$ cat src/rtl/intc_pkg.sv
package intc_pkg;
  localparam int CTRL_W = 8;

  typedef struct packed {
    logic       edge_mode;
    logic       pin_on;
    logic [5:0] spare;
  } pin_ctrl_t;

  localparam pin_ctrl_t CTRL_RST = '{edge_mode: 1'b0, pin_on: 1'b1, spare: 6'd0};

  function automatic logic [15:0] slot_addr(input logic [15:0] top, input int unsigned k);
    return top - 16'(2 * k);
  endfunction
endpackage

$ cat src/rtl/intc_sync.sv
module intc_sync #(
  parameter int           W    = 2,
  parameter logic [W-1:0] IDLE = '1
) (
  input  logic         clk,
  input  logic         rst_n,
  input  logic [W-1:0] d,
  output logic [W-1:0] q
);
  logic [W-1:0] s1_q, s2_q;

  always_ff @(posedge clk or negedge rst_n) begin
    if (!rst_n) begin
      s1_q <= IDLE;
      s2_q <= IDLE;
    end else begin
      s1_q <= d;
      s2_q <= s1_q;
    end
  end

  assign q = s2_q;
endmodule

$ cat src/rtl/intc_fall_flag.sv
module intc_fall_flag (
  input  logic clk,
  input  logic rst_n,
  input  logic pin_s,
  input  logic arm,
  input  logic clr,
  output logic flag
);
  logic prev_q, flag_q, flag_d, fall;

  assign fall = prev_q & ~pin_s & arm;

  always_comb begin
    flag_d = flag_q;
    if (fall)     flag_d = 1'b1;
    else if (clr) flag_d = 1'b0;
  end

  always_ff @(posedge clk or negedge rst_n) begin
    if (!rst_n) begin
      prev_q <= 1'b1;
      flag_q <= 1'b0;
    end else begin
      prev_q <= pin_s;
      flag_q <= flag_d;
    end
  end

  assign flag = flag_q;

  // a captured edge stays until cleared
  a_r3_sticky: assert property (@(posedge clk) disable iff (!rst_n)
    flag_q && !clr |=> flag_q);
  // the flag only rises from an armed capture
  a_r4_armed_rise: assert property (@(posedge clk) disable iff (!rst_n)
    $rose(flag_q) |-> $past(arm));
endmodule

$ cat src/rtl/intc_mask.sv
module intc_mask (
  input  logic clk,
  input  logic rst_n,
  input  logic ack,
  input  logic ack_pnm,
  input  logic rti,
  input  logic rti_i,
  input  logic rti_x,
  input  logic we,
  input  logic wi,
  input  logic wx,
  output logic i_q,
  output logic x_q
);
  logic i_d, x_d;

  always_comb begin
    i_d = i_q;
    x_d = x_q;
    if (ack) begin
      i_d = 1'b1;
      if (ack_pnm) x_d = 1'b1;
    end else if (rti) begin
      i_d = rti_i;
      x_d = x_q & rti_x;
    end else if (we) begin
      i_d = wi;
      x_d = x_q & wx;
    end
  end

  always_ff @(posedge clk or negedge rst_n) begin
    if (!rst_n) begin
      i_q <= 1'b1;
      x_q <= 1'b1;
    end else begin
      i_q <= i_d;
      x_q <= x_d;
    end
  end

  // software never raises X
  a_r6_x_no_sw_set: assert property (@(posedge clk) disable iff (!rst_n)
    $rose(x_q) |-> $past(ack_pnm));
  // acceptance masks further maskable requests
  a_r9_ack_sets_i: assert property (@(posedge clk) disable iff (!rst_n)
    ack |=> i_q);
  // return restores I when no ack collides
  a_r10_rti_loads_i: assert property (@(posedge clk) disable iff (!rst_n)
    rti && !ack |=> i_q == $past(rti_i));
endmodule

$ cat src/rtl/intc_prio.sv
module intc_prio #(
  parameter int N  = 10,
  localparam int IW = $clog2(N)
) (
  input  logic [N-1:0]  req,
  output logic          valid,
  output logic [IW-1:0] idx
);
  always_comb begin
    valid = 1'b0;
    idx   = '0;
    for (int k = N - 1; k >= 0; k--) begin
      if (req[k]) begin
        valid = 1'b1;
        idx   = IW'(k);
      end
    end
  end
endmodule

$ cat src/rtl/intc_ctrl.sv
module intc_ctrl
  import intc_pkg::*;
#(
  parameter int          NPER    = 8,
  parameter logic [15:0] VEC_TOP = 16'hFFF4
) (
  input  logic              clk,
  input  logic              rst_n,
  input  logic              ext_irq_n,
  input  logic              pnm_irq_n,
  input  logic [NPER-1:0]   periph_req,
  input  logic [NPER-1:0]   periph_en,
  input  logic              ctrl_we,
  input  logic [CTRL_W-1:0] ctrl_wdata,
  output logic [CTRL_W-1:0] ctrl_rdata,
  input  logic              mask_we,
  input  logic              mask_wdata_i,
  input  logic              mask_wdata_x,
  input  logic              flag_clr,
  input  logic              int_ack,
  input  logic              rti,
  input  logic              rti_i,
  input  logic              rti_x,
  output logic              int_req,
  output logic [15:0]       int_vec,
  output logic              i_mask,
  output logic              x_mask
);
  localparam int NSRC = NPER + 2;
  localparam int IW   = $clog2(NSRC);

  // reset: asserted at once, released on the clock
  logic [1:0] rs_q;
  logic       rst_i_n;
  always_ff @(posedge clk or negedge rst_n) begin
    if (!rst_n) rs_q <= 2'b00;
    else        rs_q <= {rs_q[0], 1'b1};
  end
  assign rst_i_n = rs_q[1];

  // pin control register
  pin_ctrl_t ctrl_q, ctrl_d;
  always_comb begin
    ctrl_d = ctrl_q;
    if (ctrl_we) ctrl_d = pin_ctrl_t'(ctrl_wdata);
  end
  always_ff @(posedge clk or negedge rst_i_n) begin
    if (!rst_i_n) ctrl_q <= CTRL_RST;
    else          ctrl_q <= ctrl_d;
  end
  assign ctrl_rdata = ctrl_q;

  // pin synchronizers: bit 1 pseudo-non-maskable, bit 0 maskable
  logic [1:0] pins_s;
  intc_sync #(.W(2), .IDLE(2'b11)) u_sync (
    .clk(clk), .rst_n(rst_i_n), .d({pnm_irq_n, ext_irq_n}), .q(pins_s)
  );

  logic ack_take, ack_pnm, ext_flag, pnm_flag;

  intc_fall_flag u_ext_flag (
    .clk(clk), .rst_n(rst_i_n), .pin_s(pins_s[0]),
    .arm(ctrl_q.edge_mode & ctrl_q.pin_on), .clr(flag_clr), .flag(ext_flag)
  );

  intc_fall_flag u_pnm_flag (
    .clk(clk), .rst_n(rst_i_n), .pin_s(pins_s[1]),
    .arm(1'b1), .clr(ack_pnm), .flag(pnm_flag)
  );

  // mask bits
  logic i_q, x_q;
  intc_mask u_mask (
    .clk(clk), .rst_n(rst_i_n), .ack(ack_take), .ack_pnm(ack_pnm),
    .rti(rti), .rti_i(rti_i), .rti_x(rti_x),
    .we(mask_we), .wi(mask_wdata_i), .wx(mask_wdata_x),
    .i_q(i_q), .x_q(x_q)
  );
  assign i_mask = i_q;
  assign x_mask = x_q;

  // eligible sources, index 0 highest address
  logic            ext_act;
  logic [NSRC-1:0] src;
  assign ext_act = ctrl_q.pin_on & (ctrl_q.edge_mode ? ext_flag : ~pins_s[0]);
  assign src[0]  = pnm_flag & ~x_q;
  assign src[1]  = ext_act & ~i_q;
  for (genvar j = 0; j < NPER; j++) begin : g_per
    assign src[j+2] = periph_req[j] & periph_en[j] & ~i_q;
  end

  logic          win_v;
  logic [IW-1:0] win_idx;
  intc_prio #(.N(NSRC)) u_prio (.req(src), .valid(win_v), .idx(win_idx));

  assign int_req  = win_v;
  assign int_vec  = win_v ? slot_addr(VEC_TOP, 32'(win_idx)) : 16'h0000;
  assign ack_take = int_ack & win_v;
  assign ack_pnm  = ack_take & (win_idx == '0);

  // with I set only the top slot may be offered
  a_r5_i_blocks: assert property (@(posedge clk) disable iff (!rst_i_n)
    i_q && int_req |-> int_vec == VEC_TOP);
  // an eligible pseudo-non-maskable request always wins
  a_r7_pnm_wins: assert property (@(posedge clk) disable iff (!rst_i_n)
    pnm_flag && !x_q |-> int_req && int_vec == VEC_TOP);
  // a disconnected pin cannot take the external slot
  a_r4_disc_pin: assert property (@(posedge clk) disable iff (!rst_i_n)
    !ctrl_q.pin_on |-> int_vec != slot_addr(VEC_TOP, 1));
endmodule

$ cat config.mk
export PLATFORM = sky130hd
export DESIGN_NAME = intc_ctrl
export DESIGN_NICKNAME = d
export VERILOG_FILES = /design/src/rtl/intc_pkg.sv /design/src/rtl/intc_sync.sv /design/src/rtl/intc_fall_flag.sv /design/src/rtl/intc_mask.sv /design/src/rtl/intc_prio.sv /design/src/rtl/intc_ctrl.sv
export SDC_FILE = /design/constraint.sdc
export NUM_CORES = 1
export LEC_CHECK = 0
export CORE_MARGIN = 2
export CORE_UTILIZATION = 35
export DETAILED_ROUTE_END_ITERATION = 10
export DONT_BUFFER_PORTS = 1
export SLEW_MARGIN = 20
export SYNTH_ARGS = -nofsm -noshare
export SYNTH_HDL_FRONTEND = slang
export SYNTH_SLANG_ARGS = --single-unit
$ cat constraint.sdc
create_clock -name clk -period 2.9 [get_ports clk]
set_clock_uncertainty 0.2 [all_clocks]
set_input_delay 0.58 -clock clk [delete_from_list [all_inputs] [get_ports clk]]
set_output_delay 0.58 -clock clk [all_outputs]
set_load 0.02 [all_outputs]
==> results by group, run 1 <==
Critical path
  – Crit Path Category: register to output port
  – Crit path max fanout: 4
  – Number of cell instances on the worst register-to-register path: 6
  – Startpoint of the worst register-to-register path: ctrl_rdata[6]
  – Required time worst endpoint: 2.12 ns
  – Cells along the critical path: nand2b_4 > o32a_4 > o21ai_2 > ha_1 > nor2_4
  – Element type at the critical path start: register
  – Register-to-Register Setup Slack: 0.89 ns
  – Data arrival time of the critical path: 2.01 ns
  – End of the worst register-to-register path: u_pnm_flag.flag
  – CP max stage delay: 0.66 ns
  – Library cell contributing the largest single delay on the critical path: sky130_fd_sc_hd__dfstp_2
  – Nature of the critical path endpoint: output port

Cells and area
  – Area added between synthesis and finish: 4.07%
  – Antenna Cells: 0
  – Total non-filler cell area in the finished layout: 1120 um2
  – Fraction of final layout cells sized beyond drive strength 1: 0.404
  – Final core utilization: 0.376
  – NumNets Final: 128

Logic synthesis
  – Post-Synthesis Mean Instance Area: 11.5 um2
  – Number of instances in the synthesized netlist: 94
  – Dominant synthesized flop cell: sky130_fd_sc_hd__dfrtp_1
  – Post-synthesis register bit count: 20
  – Async SR Flop Fraction: 1.00
  – Sequential area share after synthesis: 0.475
  – Syn. warnings: 0
  – Fraction of the mapped netlist area in adder cells: 0.0116
  – Post-synthesis simple-gate area fraction: 0.143
  – Post-synth net total: 132
  – Multiplexer area fraction after synthesis: 0.0929
  – Total standard cell area after synthesis: 1080 um2
  – Xor and xnor fraction of the mapped netlist area: 0.00813
  – Synth Area in Compound Gates: 0.161
  – Number of enable-type register cells in the synthesized netlist: 0
  – Main combinational cell family by area after synthesis: compound AO/OA/AOI/OAI gates
  – Number of different library cells in the post-synthesis netlist: 40

Min path
  – Class of the most critical hold timing path: input pin to register
  – Hold worst-path end: u_sync.s1_q[1]
  – Hold wc startpoint: pnm_irq_n
  – Worst Hold Path Cells: 0

GRT
  – Total congestion overflow: 0
  – Pin count of the biggest net entering global routing: 19
  – Initial antenna violation count: 0
  – Global-route wire length before repair: 2.92 mm
  – Vias in the first global route: 757
  – GRT Resource Usage Total: 0.109

Clocking
  – CTS H-tree depth: 1
  – Clock Sinks: 20
  – Root buffer cell: sky130_fd_sc_hd__clkbuf_4
  – Clock Path Buffers: 2
  – Clock transition at path regs: 0.11 ns
  – CTS tree: done
  – Number of post-CTS setup repair buffers: 0
  – Number of buffers inserted during clock tree synthesis: 3
  – Source-to-sink clock delay at the later pin of the worst-skew pair: 0.29 ns

Place
  – Hpwl dp: 1.48 mm
  – Number of I/O port buffers: 0
  – Routability congestion estimate: 0.659
  – Placed Instance Area: 1060 um2

Power and ir drop
  – Peak supply drop: 366 uV
  – PwrDens: 858 nW/um2
  – Total power of the final layout: 0.962 mW
  – Static leakage: 0.467 nW

Status
  – Result of the run: complete, no violations

Die
  – Starting density of the core: 0.362
  – I/O pin count: 64
  – Die outline area: 3540 um2
  – Horizontal die dimension: 59.5 um
  – Floorplan Core Area: 2980 um2
  – Vert. Die Dim: 59.5 um
  – Standard-cell row count: 20

STA
  – Maximum frequency from static timing analysis: 358 MHz
  – Number of failing setup endpoints in the final timing report: 0
  – Summed negative setup slack over all endpoints: 0 ns
  – Endpoints failing hold: 0
  – Final Slew Violations: 0
  – Worst slew slack as a fraction of its limit: 0.528
  – Unrepaired setup endpoints after global routing: no
  – Time the worst path needs with I/O delays and setup: 2.79 ns
  – Worst-Margin Slew: 0.708 ns
  – Share of the cycle needed by the critical path after routing: 0.963

Run
  – Max Cap Violations: 0

Routing
  – Average vias per placed instance: 5.51
  – Average wire per cell in the routed design: 15.3 um
  – Vias: 672
  – Drt first-iter violations: 56
  – DRC violations left: 0
  – Final Routed Wirelength: 1.86 mm
  – Pre-Repair DR Iteration Count: 2
  – Residual antenna-violating net count after detailed routing: 0
==> cells by family after synthesis <==
group                    Yosys count
AND/OR/NAND/NOR                   25
XOR/XNOR                           1
AO/OA/AOI/OAI                     18
buffers and inverters             18
flip-flops                        20
adder cells (fa/ha/maj)            1
other                              2
multiplexers                       9
==> through the flow <==
stage / worst slack, ns / std cells / hold WS, ns
global route: 0.0161 / 122 / 0.0373
detailed placement: 0.261 / 117 / 0.0845
finish: 0.108 / 122 / 0.0695
CTS: 0.0364 / 122 / 0.0523
global placement: 0.275 / 117 / 0.0845
floorplan: 0.386 / 94 / 0.0196
==> synthesized netlist by cell type, drive strengths merged (2+ instances only) <==
library cell	instances	area share
buf	11	0.077
dfstp	9	0.22
nand3	2	0.0093
nand2	11	0.043
and2b	2	0.016
a22o	2	0.016
conb	2	0.0070
inv	6	0.021
mux2	8	0.084
o21ai	2	0.013
dfrtp	11	0.26
nor2	4	0.021
nand2b	2	0.026
==> how the worst max path moves through the flow <==
stage	end	slack (ns)	start
6_report	int_vec[2]	0.11	ctrl_rdata[6]
5_1_grt	int_vec[2]	0.02	ctrl_rdata[6]
4_1_cts	int_vec[2]	0.04	ctrl_rdata[6]
3_5_place_dp	int_vec[2]	0.26	periph_req[6]
3_3_place_gp	int_vec[2]	0.27	periph_req[6]
2_1_floorplan	int_vec[2]	0.39	periph_req[6]
==> worst max-delay path: cells and delay by family, from the launching register on <==
| family | cells | cell delay, ns |
|---|---|---|
| adders and majority gates | 1 | 0.30 |
| DFF | 1 | 0.66 |
| AOI/OAI and AO/OA | 2 | 0.51 |
| and+or+nand+nor | 2 | 0.25 |
==> power breakdown <==
part / internal (mW) / total (mW) / switching [mW] / leakage (nW)
clock: 0.0765 / 0.156 / 0.0792 / 0.0210
combinational: 0.139 / 0.410 / 0.271 / 0.222
sequential: 0.327 / 0.396 / 0.0697 / 0.224
==> layer usage <==
layer,vias to the layer above,share of wire,global-route usage
li1,311,-,-
met1,314,0.37,0.118
met2,47,0.48,0.193
met3,0,0.15,0.0415
met4,0,0,0.0390
met5,-,0,0
==> sequential cells by signal (all words and copies together) (netlist names) <==
register and flops:
u_pnm_flag.flag 1, rs_q 2, u_mask.x_q 1, u_mask.i_q 1, u_ext_flag.flag 1, ctrl_rdata 8, u_ext_flag.prev_q 1, u_pnm_flag.prev_q 1
u_sync.q 2, u_sync.s1_q 2
==> layout by cell type, fill, tap and decap left out, drive strengths merged, types with 2 or more instances in the layout <==
cell type / count
o21ai: 2
dfstp: 9
nor2: 4
clkbuf: 4
dfrtp: 11
mux2: 8
buf: 2
and2b: 2
nand2b: 2
conb: 2
inv: 6
nand3: 2
a22o: 2
nand2: 11
==> repair_timing <==
item | in CTS | in global routing
hold buffers | 1 | 0
setup endpoints to repair | 1 | 2
resized for setup | 1 | 2
hold endpoints to repair | 2 | 0
pin swaps | 0 | 0
==> area by class of cell <==
type,count,area [um2]
fill,287,1860
inverter,6,22.5
tap,33,41.3
timing repair buffer,3,37.5
clock buffer,4,36.3
sequential,20,512
multi-input combinational,56,472
(Power assumes the default switching activity.)
==> run 2, diff against run 1 <==
==> constraint.sdc (replaced) <==
create_clock -name clk -period 2.9 [get_ports clk]
set_clock_uncertainty 0.2 [all_clocks]
set_input_delay 0.87 -clock clk [delete_from_list [all_inputs] [get_ports clk]]
set_output_delay 0.87 -clock clk [all_outputs]
set_load 0.02 [all_outputs]
==> run 2 against run 1 <==
  * The flow now finishes with violations (negative setup slack)
  * Register-to-register slack improved by 0.07 ns
  * Final cell count rose by 7.4%
  * Wire length is 6.9% higher
  * Non-clock buffer count rose by 9
  * Sequential share of layout area down 4.8 points
  * Combinational power up 20%
  * Core utilization is 4.4 points higher
  * Maximum frequency fell by 6.0%
  * Critical path type is now input pin to output port
==> results by group, run 2 (synthesized netlist as in run 1, its figures left out) <==
Status
  – Result of the run: finished, violations left
  – Failing checks: negative setup slack

Critical path
  – Number of buffer and inverter stages on the critical path: 0
  – Library cell contributing the largest single delay on the critical path: sky130_fd_sc_hd__a311oi_4
  – Startpoint of the worst register-to-register path: u_mask.i_q
  – Element type at the critical path start: input pin
  – Cells along the critical path: a22o_1 > a211oi_2 > o21ai_2 > a311oi_4 > xnor2_2
  – Nature of the critical path endpoint: output port
  – Crit Path Category: input pin to output port
  – Crit path max fanout: 2
  – CP max stage delay: 0.28 ns
  – Data arrival time of the critical path: 1.90 ns
  – Required time worst endpoint: 1.83 ns
  – Critical Path Source: periph_req[3]
  – Dominant delay contributor by cell family on the critical path: compound AO/OA/AOI/OAI gates

Die
  – Floorplan Core Area: 2980 um2
  – Standard-cell row count: 20
  – Starting density of the core: 0.362
  – I/O pin count: 64
  – Vert. Die Dim: 59.5 um
  – Horizontal die dimension: 59.5 um
  – Die outline area: 3540 um2

STA
  – Worst slew slack as a fraction of its limit: 0.559
  – Share of the cycle needed by the critical path after routing: 1.02
  – Final WS setup: -0.0694 ns
  – Endpoints failing hold: 0
  – Unrepaired setup endpoints after global routing: yes
  – Time the worst path needs with I/O delays and setup: 2.97 ns
  – Number of failing setup endpoints in the final timing report: 3
  – Maximum frequency from static timing analysis: 337 MHz
  – Worst-Margin Slew: 0.661 ns
  – Summed negative setup slack over all endpoints: -0.177 ns
  – Final Slew Violations: 0

Place
  – Placed Instance Area: 1160 um2
  – Number of cells in the design after placement: 125
  – Hpwl dp: 1.59 mm
  – Number of I/O port buffers: 0
  – Routability congestion estimate: 0.846

Cells and area
  – Total area of sequential cells: 512 um2
  – Fraction of final layout cells sized beyond drive strength 1: 0.561
  – Final cell count without fillers: 131
  – Final core utilization: 0.421
  – Most frequent cells in the layout: 11 x sky130_fd_sc_hd__dfrtp_1, 10 x sky130_fd_sc_hd__buf_4, 9 x sky130_fd_sc_hd__dfstp_2
  – Leading cell type in the layout, fill and taps excluded: sky130_fd_sc_hd__dfrtp_1
  – Area added between synthesis and finish: 16.3%
  – Fill cell count: 266
  – Antenna Cells: 0
  – Footprint of the multi-input gates: 520 um2
  – Total non-filler cell area in the finished layout: 1250 um2
  – Number of flip-flops in the largest register: 8
  – NumNets Final: 137

GRT
  – Busiest layer in global routing: met2
  – Initial antenna violation count: 0
  – Met1 global-route usage: 0.117
  – GRT Resource Usage Total: 0.115
  – Pin count of the biggest net entering global routing: 19
  – Met2 usage in global routing: 0.217
  – Global-route wire length before repair: 3.06 mm
  – Total congestion overflow: 0
  – Vias in the first global route: 753
  – Met3 track demand over resource: 0.0262

Clocking
  – Root buffer cell: sky130_fd_sc_hd__clkbuf_4
  – Clock transition at path regs: 0.11 ns
  – CTS H-tree depth: 1
  – Source-to-sink clock delay at the later pin of the worst-skew pair: 0.29 ns
  – Clock Path Buffers: 2
  – Number of buffers inserted during clock tree synthesis: 3
  – CTS Hold Buffers Added: 0
  – CTS tree: done
  – Clock Sinks: 20

Routing
  – Vias: 690
  – Pre-Repair DR Iteration Count: 3
  – Residual antenna-violating net count after detailed routing: 0
  – Final Routed Wirelength: 1.99 mm
  – Average vias per placed instance: 5.27
  – DRC violations left: 0
  – Drt first-iter violations: 7
  – Average wire per cell in the routed design: 15.2 um

Power and ir drop
  – Total power of the final layout: 1.03 mW
  – Peak supply drop: 381 uV
  – Static leakage: 0.535 nW
  – PwrDens: 824 nW/um2

Min path
  – Class of the most critical hold timing path: input pin to asynchronous set/reset pin

Run
  – Max Cap Violations: 0
[run 2: path summary, 6_finish.rpt]
| kind | to | slack, ns | cells after the start |
|---|---|---|---|
| min in group clk | u_sync.q[0] | 0.16 | 0 |
| min reg2reg | ctrl_rdata[1] | 0.08 | 0 |
| min | rs_q[0] | 0.05 | 0 |
| max reg2reg | u_mask.i_q | 0.96 | 7 |
| max in group asynchronous | u_pnm_flag.flag | 2.00 | 0 |
| max | int_vec[3] | -0.07 | 5 |
[run 2: routing by layer]
metal  vias to the layer above  wire [um]
met5                         -          0
met4                         0         10
met3                         2        233
met2                        39       1010
met1                       327        735
li1                        322          -
[run 2: what timing repair did]
| action | 4_1_cts | 5_1_grt |
|---|---|---|
| gates cloned | 0 | 1 |
| resized for setup | 0 | 5 |
| setup endpoints to repair | 14 | 15 |
| pin swaps | 0 | 2 |
| setup buffers | 0 | 1 |
[run 2: area by class of cell]
class | instances | area share
inverter | 6 | 0.0180
multi-input combinational | 56 | 0.416
clock buffer | 4 | 0.0290
tap | 33 | 0.0330
timing repair buffer | 12 | 0.0959
sequential | 20 | 0.409
[run 2: power by group]
group,internal (mW),switching [mW],total (mW)
Sequential,0.326,0.0573,0.384
Combinational,0.194,0.299,0.493
Clock,0.0764,0.0795,0.156
Total,0.597,0.436,1.03
[run 2: per-stage QoR]
stage	hold WS, ns	worst slack [ns]
after global routing	0.0292	-0.138
final	0.0542	-0.0694
after global placement	0.0890	-0.0661
after floorplan	0.0196	-0.0383
after CTS	0.0468	-0.0974
after detailed placement	0.102	-0.0908
